File: config.mk
export PLATFORM = sky130hd
export DESIGN_NAME = spdif_word_formatter
export DESIGN_NICKNAME = d
export VERILOG_FILES = /design/src/rtl/spdif_fmt_pkg.sv /design/src/rtl/spdif_fmt_align.sv /design/src/rtl/spdif_fmt_build.sv /design/src/rtl/spdif_fmt_hold.sv /design/src/rtl/spdif_word_formatter.sv
export SDC_FILE = /design/constraint.sdc
export NUM_CORES = 1
export LEC_CHECK = 0
export ABC_AREA = 1
export BUFFER_PORTS_ARGS = -buffer_cell sky130_fd_sc_hd__buf_2
export CORE_MARGIN = 4
export CORE_UTILIZATION = 56
export CTS_CLUSTER_DIAMETER = 50
export CTS_CLUSTER_SIZE = 10
export DETAILED_ROUTE_END_ITERATION = 12
export GPL_TIMING_DRIVEN = 0
export PLACE_DENSITY = 0.85
export SYNTH_ARGS = -nofsm -noshare
export SYNTH_HDL_FRONTEND = slang
export SYNTH_SLANG_ARGS = --single-unit
export TNS_END_PERCENT = 10
File: constraint.sdc
create_clock -name clk -period 4.1 [get_ports clk]
set_input_delay 0.615 -clock clk [delete_from_list [all_inputs] [get_ports clk]]
set_output_delay 0.615 -clock clk [all_outputs]
set_load 0.01 [all_outputs]
File: src/rtl/spdif_fmt_pkg.sv
package spdif_fmt_pkg;

   typedef enum logic [1:0] {
      FMT_RIGHT  = 2'd0,
      FMT_LEFT   = 2'd1,
      FMT_PACKED = 2'd2,
      FMT_RSVD   = 2'd3
   } fmt_e;

   localparam int STAT_W = 6;

   typedef struct packed {
      logic [1:0] pt;
      logic       cs;
      logic       user;
      logic       valid;
      logic       perr;
   } stat_t;

   function automatic logic is_chan_a(input logic [1:0] pt);
      return (pt == 2'b01) || (pt == 2'b10);
   endfunction

endpackage

File: src/rtl/spdif_fmt_align.sv
module spdif_fmt_align
   import spdif_fmt_pkg::*;
(
   input  logic       clk,
   input  logic       rst_n,
   input  logic       sf_valid_i,
   input  logic [1:0] pt_i,
   input  logic       stereo_i,
   input  logic       ovr_i,
   input  logic       ovr_clr_i,
   output logic       accept_o,
   output logic       hunting_o
);

   logic hunt_q;
   logic chan_a;

   assign chan_a    = is_chan_a(pt_i);
   assign accept_o  = sf_valid_i && (!hunt_q || chan_a);
   assign hunting_o = hunt_q;

   always_ff @(posedge clk or negedge rst_n) begin
      if (!rst_n) begin
         hunt_q <= 1'b0;
      end else if (!stereo_i) begin
         hunt_q <= 1'b0;
      end else if (ovr_i && ovr_clr_i) begin
         hunt_q <= 1'b1;
      end else if (hunt_q && sf_valid_i && chan_a) begin
         hunt_q <= 1'b0;
      end
   end

   // leaving the hunt needs a channel-A sub-frame
   p_hunt_exit_r9: assert property (@(posedge clk) disable iff (!rst_n)
      ($fell(hunt_q) && $past(stereo_i)) |-> $past(sf_valid_i && is_chan_a(pt_i)));

   // mono mode never hunts
   p_mono_no_hunt_r10: assert property (@(posedge clk) disable iff (!rst_n)
      !stereo_i |=> !hunt_q);

endmodule

File: src/rtl/spdif_fmt_build.sv
module spdif_fmt_build
   import spdif_fmt_pkg::*;
#(
   parameter int SAMPLE_W = 24,
   parameter int WORD_W   = 32,
   parameter int PACK_W   = 16
) (
   input  logic                clk,
   input  logic                rst_n,
   input  logic                accept_i,
   input  logic                resync_i,
   input  logic [1:0]          fmt_i,
   input  logic [SAMPLE_W-1:0] sample_i,
   input  stat_t               stat_i,
   input  logic                mask_par_i,
   input  logic                mask_val_i,
   input  logic                mask_cu_i,
   input  logic                mask_pt_i,
   output logic                word_ready_o,
   output logic [WORD_W-1:0]   word_o
);

   localparam int PAD_R = WORD_W - SAMPLE_W - STAT_W;
   localparam int PAD_L = WORD_W - SAMPLE_W - STAT_W;
   localparam int DROP  = SAMPLE_W - PACK_W;

   if (WORD_W < SAMPLE_W + STAT_W) begin : g_bad_word
      $error("word too narrow for sample and status");
   end
   if (2 * PACK_W != WORD_W) begin : g_bad_pack
      $error("two packed samples must fill one word");
   end
   if (PACK_W > SAMPLE_W) begin : g_bad_half
      $error("packed sample wider than sample");
   end

   stat_t               stat_m;
   logic                phase_q;
   logic                phase_eff;
   logic [PACK_W-1:0]   lo_q;
   logic [PACK_W-1:0]   top_bits;
   logic [WORD_W-1:0]   w_right;
   logic [WORD_W-1:0]   w_left;
   logic [WORD_W-1:0]   w_pack;

   always_comb begin
      stat_m       = stat_i;
      stat_m.perr  = stat_i.perr  & ~mask_par_i;
      stat_m.valid = stat_i.valid & ~mask_val_i;
      stat_m.user  = stat_i.user  & ~mask_cu_i;
      stat_m.cs    = stat_i.cs    & ~mask_cu_i;
      stat_m.pt    = stat_i.pt    & {2{~mask_pt_i}};
   end

   assign top_bits  = sample_i[SAMPLE_W-1 -: PACK_W];
   assign phase_eff = resync_i ? 1'b0 : phase_q;

   if (PAD_R > 0) begin : g_pad
      assign w_right = {{PAD_R{1'b0}}, stat_m, sample_i};
      assign w_left  = {sample_i, {PAD_L{1'b0}}, stat_m};
   end else begin : g_nopad
      assign w_right = {stat_m, sample_i};
      assign w_left  = {sample_i, stat_m};
   end

   assign w_pack = {top_bits, lo_q};

   always_comb begin
      word_ready_o = 1'b0;
      word_o       = '0;
      unique case (fmt_e'(fmt_i))
         FMT_RIGHT: begin
            word_ready_o = accept_i;
            word_o       = w_right;
         end
         FMT_LEFT: begin
            word_ready_o = accept_i;
            word_o       = w_left;
         end
         FMT_PACKED: begin
            word_ready_o = accept_i && phase_eff;
            word_o       = w_pack;
         end
         default: begin
            word_ready_o = 1'b0;
            word_o       = '0;
         end
      endcase
   end

   always_ff @(posedge clk or negedge rst_n) begin
      if (!rst_n) begin
         phase_q <= 1'b0;
         lo_q    <= '0;
      end else if (fmt_i != FMT_PACKED) begin
         phase_q <= 1'b0;
      end else if (accept_i) begin
         phase_q <= ~phase_eff;
         if (!phase_eff) lo_q <= top_bits;
      end else if (resync_i) begin
         phase_q <= 1'b0;
      end
   end

   // the reserved code never completes a word
   p_rsvd_silent_r4: assert property (@(posedge clk) disable iff (!rst_n)
      (fmt_i == FMT_RSVD) |-> !word_ready_o);

   // a packed word is only completed on the second half of a pair
   p_pack_pair_r3: assert property (@(posedge clk) disable iff (!rst_n)
      (fmt_i == FMT_PACKED && accept_i && !resync_i && !phase_q) |-> !word_ready_o);

   logic unused_low;
   if (DROP > 0) begin : g_unused
      assign unused_low = ^sample_i[DROP-1:0];
   end else begin : g_nounused
      assign unused_low = 1'b0;
   end

endmodule

File: src/rtl/spdif_fmt_hold.sv
module spdif_fmt_hold #(
   parameter int WORD_W  = 32,
   parameter bit GEN_DMA = 1'b1
) (
   input  logic              clk,
   input  logic              rst_n,
   input  logic              word_ready_i,
   input  logic [WORD_W-1:0] word_i,
   input  logic              rd_i,
   input  logic              ovr_clr_i,
   input  logic              dma_en_i,
   output logic [WORD_W-1:0] word_o,
   output logic              nempty_o,
   output logic              ovr_o,
   output logic              dma_req_o
);

   if (WORD_W < 1) begin : g_bad_w
      $error("word width must be positive");
   end

   logic [WORD_W-1:0] word_q;
   logic              nempty_q;
   logic              ovr_q;
   logic              load;
   logic              drop;

   assign load = word_ready_i && (!nempty_q || rd_i);
   assign drop = word_ready_i && nempty_q && !rd_i;

   always_ff @(posedge clk or negedge rst_n) begin
      if (!rst_n) begin
         word_q   <= '0;
         nempty_q <= 1'b0;
      end else if (load) begin
         word_q   <= word_i;
         nempty_q <= 1'b1;
      end else if (rd_i) begin
         nempty_q <= 1'b0;
      end
   end

   always_ff @(posedge clk or negedge rst_n) begin
      if (!rst_n)         ovr_q <= 1'b0;
      else if (drop)      ovr_q <= 1'b1;
      else if (ovr_clr_i) ovr_q <= 1'b0;
   end

   if (GEN_DMA) begin : g_dma
      assign dma_req_o = nempty_q && dma_en_i;
   end else begin : g_nodma
      assign dma_req_o = 1'b0;
   end

   assign word_o   = word_q;
   assign nempty_o = nempty_q;
   assign ovr_o    = ovr_q;

   // a read without a new word empties the register
   p_read_clears_r6: assert property (@(posedge clk) disable iff (!rst_n)
      (rd_i && !word_ready_i) |=> !nempty_q);

   // an accepted word is held on the following cycle
   p_load_holds_r6: assert property (@(posedge clk) disable iff (!rst_n)
      (word_ready_i && (!nempty_q || rd_i)) |=> (nempty_q && word_q == $past(word_i)));

   // a word arriving into a full register raises overrun and is lost
   p_no_overflow_r7: assert property (@(posedge clk) disable iff (!rst_n)
      (word_ready_i && nempty_q && !rd_i) |=> (ovr_q && $stable(word_q)));

   // overrun is sticky until cleared
   p_ovr_sticky_r7: assert property (@(posedge clk) disable iff (!rst_n)
      (ovr_q && !ovr_clr_i) |=> ovr_q);

   // no request while DMA is off
   p_dma_off_r8: assert property (@(posedge clk) disable iff (!rst_n)
      !dma_en_i |-> !dma_req_o);

endmodule

File: src/rtl/spdif_word_formatter.sv
module spdif_word_formatter
   import spdif_fmt_pkg::*;
#(
   parameter int SAMPLE_W = 24,
   parameter int WORD_W   = 32,
   parameter int PACK_W   = 16,
   parameter bit GEN_DMA  = 1'b1
) (
   input  logic                clk,
   input  logic                rst_n,
   input  logic                sf_valid,
   input  logic [SAMPLE_W-1:0] sf_sample,
   input  logic                sf_perr,
   input  logic                sf_valbit,
   input  logic                sf_userbit,
   input  logic                sf_csbit,
   input  logic [1:0]          sf_ptype,
   input  logic [1:0]          cfg_fmt,
   input  logic                cfg_mask_par,
   input  logic                cfg_mask_val,
   input  logic                cfg_mask_cu,
   input  logic                cfg_mask_pt,
   input  logic                cfg_stereo,
   input  logic                cfg_dma_en,
   input  logic                rd_strobe,
   input  logic                ovr_clr,
   output logic [WORD_W-1:0]   dr_word,
   output logic                dr_nempty,
   output logic                ovr_flag,
   output logic                dma_req
);

   stat_t             stat;
   logic              accept;
   logic              hunting;
   logic              word_ready;
   logic [WORD_W-1:0] word;

   assign stat = '{pt: sf_ptype, cs: sf_csbit, user: sf_userbit,
                   valid: sf_valbit, perr: sf_perr};

   spdif_fmt_align u_align (
      .clk       (clk),
      .rst_n     (rst_n),
      .sf_valid_i(sf_valid),
      .pt_i      (sf_ptype),
      .stereo_i  (cfg_stereo),
      .ovr_i     (ovr_flag),
      .ovr_clr_i (ovr_clr),
      .accept_o  (accept),
      .hunting_o (hunting)
   );

   spdif_fmt_build #(
      .SAMPLE_W(SAMPLE_W),
      .WORD_W  (WORD_W),
      .PACK_W  (PACK_W)
   ) u_build (
      .clk         (clk),
      .rst_n       (rst_n),
      .accept_i    (accept),
      .resync_i    (hunting),
      .fmt_i       (cfg_fmt),
      .sample_i    (sf_sample),
      .stat_i      (stat),
      .mask_par_i  (cfg_mask_par),
      .mask_val_i  (cfg_mask_val),
      .mask_cu_i   (cfg_mask_cu),
      .mask_pt_i   (cfg_mask_pt),
      .word_ready_o(word_ready),
      .word_o      (word)
   );

   spdif_fmt_hold #(
      .WORD_W (WORD_W),
      .GEN_DMA(GEN_DMA)
   ) u_hold (
      .clk         (clk),
      .rst_n       (rst_n),
      .word_ready_i(word_ready),
      .word_i      (word),
      .rd_i        (rd_strobe),
      .ovr_clr_i   (ovr_clr),
      .dma_en_i    (cfg_dma_en),
      .word_o      (dr_word),
      .nempty_o    (dr_nempty),
      .ovr_o       (ovr_flag),
      .dma_req_o   (dma_req)
   );

endmodule

==> run summary <==
## Run status
* **outcome** complete, no violations

## Detailed routing
* **remaining antenna violation count after routing** 0
* **Vias/cell** 5.42
* **number of remaining DRC errors** 0
* **iteration count of the initial detailed-routing pass** 7
* **detail-routed net length per standard cell** 14.8 microns
* **Vias** 2629
* **DRT iter0 DRCs** 227
* **drt total wl** 7170 microns

## Yosys
* **count of distinct cell types in the synthesized netlist** 23
* **Syn Std Cell Area** 2670 sq um
* **multiplexer share of the synthesized area** 0%
* **most frequent cell after synthesis** sky130_fd_sc_hd__nand2_1
* **arithmetic-cell share of the synthesized area counting full adders, half adders and majority gates** 0.468%
* **synthesized-area fraction occupied by xor and xnor cells** 0%
* **Synth Area in Simple Gates** 36.8%
* **dominant register cell in the synthesized netlist** sky130_fd_sc_hd__dfrtp_1
* **main combinational cell family by area after synthesis** simple AND/OR/NAND/NOR gates
* **leading post-synthesis cells by cell area** sky130_fd_sc_hd__dfrtp_1, sky130_fd_sc_hd__nand2_1, sky130_fd_sc_hd__nand3_1
* **Post-synth EDFFs** 0
* **post-synthesis net count** 392
* **post-synthesis area per instance** 7.68 sq um
* **share of the synthesized area in compound gates (AO/OA/AOI/OAI)** 6.74%
* **Yosys warnings** 0
* **Mapped Cells** 348
* **library cell occupying the most area in the post-synthesis netlist** sky130_fd_sc_hd__dfrtp_1
* **fraction of synthesis flops using an asynchronous set or reset pin** 100%
* **part of the Yosys area used for sequential elements** 48.7%
* **top cells by count, synth** sky130_fd_sc_hd__nand2_1, sky130_fd_sc_hd__nand3_1, sky130_fd_sc_hd__dfrtp_1
* **number of synthesized register bits** 52
* **Synth top area share** 48.7%

## Min path
* **WHS Endpoint** u_hold.word_o[28]
* **Min-Delay Startpoint** u_hold.word_o[28]
* **Worst Hold Class** flip-flop to flip-flop
* **number of cells on the worst hold path** 2

## Power and ir drop
* **proportion of power drawn by flip-flops and latches** 49.5%
* **power spent charging and discharging nets** 0.419 mW
* **clock network fraction of design power** 25.5%
* **peak supply drop** 0.000232 V
* **total internal power** 0.919 mW
* **static leakage** 1.88 nW
* **Total Power Consumption** 1.34 mW
* **power density cells** 414 nW/um^2
* **share of total power in combinational logic** 25.0%
* **share of total power consumed by net switching** 31.3%

## CTS
* **clock latency at the later pin of the worst-skew pair** 0.30 ns
* **Sinks on Clock Net** 52
* **clock transition time at the flip-flop clock pins of the worst setup and hold paths** 0.09 ns
* **Inserted Clock Buffers** 5
* **CTS Hold Buffers Added** 0
* **number of H-tree levels** 2
* **post-CTS repair timing setup buffer count** 0
* **CTS root buf** sky130_fd_sc_hd__clkbuf_8
* **Post-CTS Resized** 0
* **CTS tree** done
* **number of buffers between clock root and the deepest sink** 2

## Job
* **Max Cap Violations** 0

## Placement
* **weighted congestion at the end of routability-driven global placement** 0.946
* **setup slack after placement** 1.64 ns
* **Post-DP HPWL** 5660 microns
* **number of buffers added on ports** 77

## Die
* **area of the core** 4470 sq um
* **Die Ht** 77.1 microns
* **num rows** 24
* **horizontal extent of the die** 77.1 microns
* **IO Count** 78
* **initial cell density of the core** 59.8%
* **die outline area** 5940 sq um

## GRT
* **number of global-route vias before repair** 2550
* **Overflow after GRT** 0
* **wire length of the first global-routing pass** 12100 microns
* **number of antenna violations at the first check in global routing** 0
* **largest net degree at the start of global routing** 53
* **global router's overall resource usage** 25.4%

## Critical path
* **Critical Path End Type** flip-flop
* **endpoint of the worst-slack reg-to-reg timing path** u_hold.word_o[21]
* **FF-to-FF Start** u_align.hunting_o
* **arrival time worst endpoint** 2.39 ns
* **Cell Chain, Critical Path** buf_2 > inv_1 > nand2_1 > a31oi_4 > buf_2 > ha_1 > nand2_1 > nand2_2 > buf_2 > nand3_1 > nand2_1
* **CP Data Required Time** 4.34 ns
* **critical setup path kind** input pin to flip-flop
* **number of cells traversed by the worst register-to-register path** 8
* **slowest stage cell, crit path** sky130_fd_sc_hd__a31oi_4
* **CP max stage delay** 0.35 ns
* **setup slack of the most critical reg-to-reg path** 2.01 ns
* **CP Max Fanout** 10
* **category of the worst setup path launch point** input pin

## Layout
* **synthesis-to-layout area growth** 20.9%
* **FF/Latch Area** 1300 sq um
* **Final #Nets** 476
* **Antenna Cells** 0
* **number of filler cells placed in the layout** 373
* **share of layout cells above drive strength 1** 25.2%
* **multi-input gate area in the final layout** 1180 sq um

## Timing
* **final setup vio count** 0
* **unrepaired setup endpoints after global routing** no
* **relative max-transition margin** 25.1%
* **Tightest Pin Transition** 1.12 ns
* **hold violation count in the final report** 0
* **Max Transition Viols Final** 0
* **final cycle utilization of the critical path** 52.4%
* **highest attainable clock frequency** 465 MHz
* **Worst Hold Margin** 0.471 ns
* **final critical-path setup slack** 1.95 ns
* **min Tclk post-route** 2.15 ns
* **Setup TNS Final** 0 ns
* **worst clock skew on the final layout** 0.00285 ns

[state kept, by name, summed over array words and instances, names as in the netlist]
signal and cells:
u_align.hunting_o 1, u_hold.word_o 32, u_build.lo_q 16, u_build.phase_q 1, u_hold.nempty_o 1, u_hold.ovr_o 1
[power groups by stage]
| stage | clock (mW) | sequential (mW) | combinational (mW) |
|---|---|---|---|
| 2_1_floorplan | 0 | 0.694 | 0.159 |
| 3_3_place_gp | 0 | 0.665 | 0.328 |
| 3_5_place_dp | 0 | 0.671 | 0.336 |
| 4_1_cts | 0.348 | 0.661 | 0.336 |
| 5_1_grt | 0.373 | 0.675 | 0.376 |
| 6_report | 0.342 | 0.662 | 0.334 |
[final cells by class]
cell class,instances,area share [%]
clock inverter,2,1.08
tap,52,2.01
multi-input combinational,253,36.4
sequential,52,40.3
buffer,16,2.94
timing repair buffer,77,11.9
inverter,27,3.14
clock buffer,6,2.25
[cell families (layout without fill, tap and decap cells)]
family	count (synthesis)	in the layout
and+or+nand+nor	225	225
DFF	52	52
buffers and inverters	43	128
AOI/OAI and AO/OA	27	27
adders and majority gates	1	1
[cell usage in the layout, fill, tap and decap left out]
cell and count:
sky130_fd_sc_hd__a21boi_0 1, sky130_fd_sc_hd__a22oi_1 1, sky130_fd_sc_hd__a31oi_4 1, sky130_fd_sc_hd__buf_2 84
sky130_fd_sc_hd__buf_4 5, sky130_fd_sc_hd__buf_6 1, sky130_fd_sc_hd__bufinv_16 1, sky130_fd_sc_hd__clkbuf_1 4
sky130_fd_sc_hd__clkbuf_8 5, sky130_fd_sc_hd__clkinv_1 1, sky130_fd_sc_hd__clkinv_2 1, sky130_fd_sc_hd__dfrtp_1 52
sky130_fd_sc_hd__ha_1 1, sky130_fd_sc_hd__inv_1 23, sky130_fd_sc_hd__inv_2 3, sky130_fd_sc_hd__nand2_1 146
sky130_fd_sc_hd__nand2_2 4, sky130_fd_sc_hd__nand2_4 1, sky130_fd_sc_hd__nand3_1 65, sky130_fd_sc_hd__nor2_1 6
sky130_fd_sc_hd__nor2_4 1, sky130_fd_sc_hd__nor2_8 2, sky130_fd_sc_hd__o211ai_1 7, sky130_fd_sc_hd__o21ai_0 9
sky130_fd_sc_hd__o21ai_1 3, sky130_fd_sc_hd__o22ai_1 5
[per-stage QoR]
step | utilization (%) | instance area [sq um] | instances
global route | 72.2 | 3230 | 485
CTS | 72.2 | 3230 | 485
global placement | 69.8 | 3120 | 477
finish | 72.2 | 3230 | 485
floorplan | - | 2670 | 348
detailed placement | 69.8 | 3120 | 477
[per-layer routing]
layer	up-vias	share of wire [%]	global-route usage [%]
met5	-	0	0
met4	0	1.9	7.65
met3	13	6.3	4.22
met2	107	48	41.6
met1	1214	44	34.7
li1	1295	-	-
[critical path: cells and delay by family]
family	cells	cell delay [ns]
and+or+nand+nor	5	0.58
buffers and inverters	4	0.66
adders and majority gates	1	0.18
AOI/OAI and AO/OA	1	0.35
[how the worst max path moves through the flow]
stage / startpoint / end / slack (ns) / cells past startpoint
after global placement: sf_ptype[0] / u_hold.word_o[21] / 1.70 / 12
final: sf_ptype[0] / u_hold.word_o[21] / 1.95 / 11
after CTS: sf_ptype[0] / u_hold.word_o[21] / 1.96 / 12
after global routing: sf_ptype[1] / u_hold.word_o[21] / 1.81 / 12
after detailed placement: sf_ptype[0] / u_hold.word_o[9] / 1.64 / 12
after floorplan: sf_ptype[0] / u_hold.word_o[24] / 2.09 / 11
(Power assumes the default switching activity.)
